===== src/rtl/sync_decade_decoder.sv =====
module sync_decade_decoder (
  input  logic       clk,
  input  logic       rst,
  input  logic       en,
  output logic [3:0] count,
  output logic [9:0] line_n,
  output logic       tc
);
  localparam logic [3:0] LAST_VAL   = 4'd9;
  localparam logic [9:0] ZERO_LINES = 10'b11_1111_1110;

  function automatic logic [9:0] decode_n(input logic [3:0] v);
    decode_n = '1;
    for (int i = 0; i < 10; i++)
      if (v == 4'(i)) decode_n[i] = 1'b0;
  endfunction

  logic [3:0] cnt_q, cnt_next;
  logic [9:0] lines_q;
  logic       at_last;

  assign at_last  = (cnt_q == LAST_VAL);
  assign cnt_next = at_last ? 4'd0 : cnt_q + 4'd1;

  always_ff @(posedge clk) begin
    if (rst) begin
      cnt_q   <= 4'd0;
      lines_q <= ZERO_LINES;
    end else if (en) begin
      cnt_q   <= cnt_next;
      lines_q <= decode_n(cnt_next);
    end
  end

  assign count  = cnt_q;
  assign line_n = lines_q;
  assign tc     = en & at_last;

  a_r1_reset_state: assert property (@(posedge clk)
    rst |=> (count == 4'd0 && line_n == ZERO_LINES));

  a_r2_step: assert property (@(posedge clk) disable iff (rst)
    (en && count < LAST_VAL) |=> count == 4'($past(count) + 4'd1));

  a_r3_wrap: assert property (@(posedge clk) disable iff (rst)
    (en && count == LAST_VAL) |=> (count == 4'd0 && line_n == ZERO_LINES));

  a_r4_aligned: assert property (@(posedge clk) disable iff (rst)
    (count <= LAST_VAL) && ($countones(~line_n) == 1) && !line_n[count]);

  a_r5_hold: assert property (@(posedge clk) disable iff (rst)
    !en |=> ($stable(count) && $stable(line_n)));

  a_r7_tc_wraps: assert property (@(posedge clk) disable iff (rst)
    tc |=> count == 4'd0);
endmodule


===== config.mk =====
export PLATFORM = sky130hd
export DESIGN_NAME = sync_decade_decoder
export DESIGN_NICKNAME = d
export VERILOG_FILES = /design/src/rtl/sync_decade_decoder.sv
export SDC_FILE = /design/constraint.sdc
export NUM_CORES = 1
export LEC_CHECK = 0
export ABC_AREA = 1
export BUFFER_PORTS_ARGS = -buffer_cell sky130_fd_sc_hd__buf_2
export CORE_MARGIN = 2
export CORE_UTILIZATION = 40
export DETAILED_ROUTE_END_ITERATION = 10
export PLACE_DENSITY = 0.65
export SETUP_SLACK_MARGIN = 0.4
export SLEW_MARGIN = 20
export SYNTH_ARGS = -nofsm -noshare
export SYNTH_HDL_FRONTEND = slang
export SYNTH_SLANG_ARGS = --single-unit

===== constraint.sdc =====
create_clock -name clk -period 1.3 [get_ports clk]
set_clock_uncertainty 0.05 [all_clocks]
set_input_delay 0.13 -clock clk [delete_from_list [all_inputs] [get_ports clk]]
set_output_delay 0.13 -clock clk [all_outputs]
set_load 0.01 [all_outputs]

==> results.md <==
- Clk Latency, worst-skew pair: 0.28 ns
- First-pass GRT wire length: 2890 µm
- PortBufs: 17
- Core region area: 0.00156 mm²
- Synth cell count leaders: 22 x nand2_1, 14 x dfxtp_1, 13 x a21oi_1
- Post-synth top flop: dfxtp_1
- Ant. Diodes: 0
- Worst EP arrival: 1.23 ns
- Starting Density: 43.9%
- Slew HR: 81.4%
- Share of layout cells above drive strength 1: 61.0%
- H-tree levels: 1
- Syn Area/Cell: 7.52 µm²
- Clk root buf: clkbuf_4
- Post-Syn Instances: 91
- DIE WIDTH: 45.4 µm
- Rows: 14
- RSZ-0062 raised after global routing: yes
- CTS clock-pin slew for the worst setup and hold paths: 0.09 ns
- Routability cong.: 0.791
- Area delta synth->final: 71.8%
- CTS Sinks: 14
- CTS tree: done
- Minimum clock period: 1.41 ns
- Asr flop ratio synth: 0%
- First DRT Iteration DRCs: 17
- Fill count: 106
- Hold Crit Class: in2reg
- Hold Crit Depth: 2
- Synth Register Bits: 14
- First-pass iteration count of the detailed router: 4
- Slew at the pin closest to its max-slew limit: 0.279 ns
- Antenna Nets Post-Route: 0
- Sequential fraction of the synthesis area: 41.0%
- WL final: 2020 µm
- Die Span Y: 45.4 µm
- Crit end category: output pin
- Yosys cell types: 18
- P_leak: 0.495 nW
- Crit-path max FO: 2
- CTS Hold Bufs: 0
- Wire length on met3: 107 µm
- Number of synthesized flops with an enable pin: 0
- WHS Endpoint: count[0]
- Met2 Routed Length: 1010 µm
- MaxCap Viol Count: 0
- GRT overflow: 0
- HP Start: rst
- Capturing point of the worst reg2reg path: line_n[6]
- R2r setup slk: -0.09 ns
- DRC Markers: 0
- Status: finished with violations
- Count of pins over their slew limit: 0
- Total number of vias: 773
- Failing checks: setup timing
- Yosys top cell area share: 41.0%
- Mapped cell area: 684 µm²
- Max clock buf depth: 2
- Final hold violation count: 0
- Initial antenna violation count: 0
- Die ar.: 0.00206 mm²
- Final setup violation count: 9
- Dpl ws: -0.00769 ns
- R2R depth: 8
- Post-Syn Nets: 98
- RR Startpoint: count[1]
- Crit Path Class: reg2out
- Number of global-route vias before repair: 672
- Achievable Freq: 711 MHz
- Leading post-synthesis cells by cell area: dfxtp_1 41%, nand2_1 12%, a21oi_1 9.5%
- Post-Route M1 WL: 882 µm
- Via density: 5.56
- Post-detail-place hpwl: 1070 µm
- Pwr dens: 987 mW/mm²
- Count leader, synth: nand2_1
- Startpoint types: flop
- Peak VDD IR: 0.798 mV
- GR Util All Layers: 19.7%
- Pin count of the biggest net entering global routing: 17
- Io pins: 18
- Final worst path period share: 108%
- CTS Buf Count: 3
- Post-route setup slack: -0.106 ns
- Pwr Total: 0.00116 W
- Highest routed layer: met4
- Synth Warn #: 0
- CP required: 1.12 ns
- Cell accounting for the most synthesized area: dfxtp_1
- Total Nets Final: 131
- WL/cell: 14.6 µm
[sequential cells by signal (all words and copies together), names as in the netlist]
register	count
count	4
line_n	10
[per-layer routing]
layer  up-vias  GRT usage [%]
met5         -              0
met4         0           8.82
met3         2           2.40
met2        26           33.4
met1       374           24.8
li1        371              -
[area by class of cell]
class / count / area (µm²) / area share, %
inverters: 9 / 41.3 / 3.51
clock buffers: 4 / 36.3 / 3.09
repair buffers: 30 / 289 / 24.6
flip-flops and latches: 14 / 308 / 26.2
well taps: 16 / 20.0 / 1.70
multi-input cells: 66 / 482 / 41.0
[worst max-delay path by stage]
stage                   from        end  slack [ns]  depth (start not counted)
floorplan           count[0]  line_n[0]        0.09                          8
global placement    count[0]  line_n[0]        0.01                          8
detailed placement  count[0]  line_n[0]      -0.008                          8
CTS                 count[1]         tc       -0.10                          6
global route        count[1]         tc       -0.15                          6
finish              count[1]         tc       -0.11                          6
[cells by family (layout without fill, tap and decap cells)]
logic type	after synthesis	after routing	share of synthesized area (%)
compound gates	20	20	15.7
buf+inv	12	43	6.76
simple gates	41	42	29.3
flops	14	14	41.0
fa+ha+maj	4	4	7.31
[report_power, final]
group          internal [W]  switching [W]
Combinational      0.000172       0.000183
Sequential         0.000461      0.0000278
Clock              0.000171       0.000147
[per-stage QoR]
stage               cells  utilization (%)  hold slack (ns)  setup TNS, ns  cell area [µm²]
CTS                   134             66.8            0.136         -0.324             1040
floorplan              91                -            0.192              0              722
global placement      123             53.2            0.397              0              830
finish                139             75.4            0.125         -0.452             1180
global route          139             75.4            0.157          -1.26             1180
detailed placement    123             53.2            0.406       -0.00769              830
[critical path, stage by stage (launching register included)]
cell and delay, ns:
dfxtp_4 0.37, inv_4 0.06, ha_4 0.13, nand3_4 0.07, buf_6 0.13, nor2_4 0.08, buf_6 0.10
[placed cells by master, fill, tap and decap left out, drive strengths merged]
master / netlist / layout
a211oi: 1 / 1
a21oi: 13 / 13
buf: 1 / 30
clkbuf: 2 / 4
dfxtp: 14 / 14
ha: 4 / 4
inv: 9 / 9
nand2: 23 / 23
nand3: 13 / 14
nand4: 1 / 1
nor2: 4 / 4
o21ai: 6 / 6
[timing repair]
item | CTS | global route
endpoints found under the setup margin | 29 | 29
cloned | 0 | 1
gates resized for setup | 32 | 23
buffers inserted | 7 | 4
pin swaps | 3 | 10
Note: power is estimated with default switching activity, not from simulation.
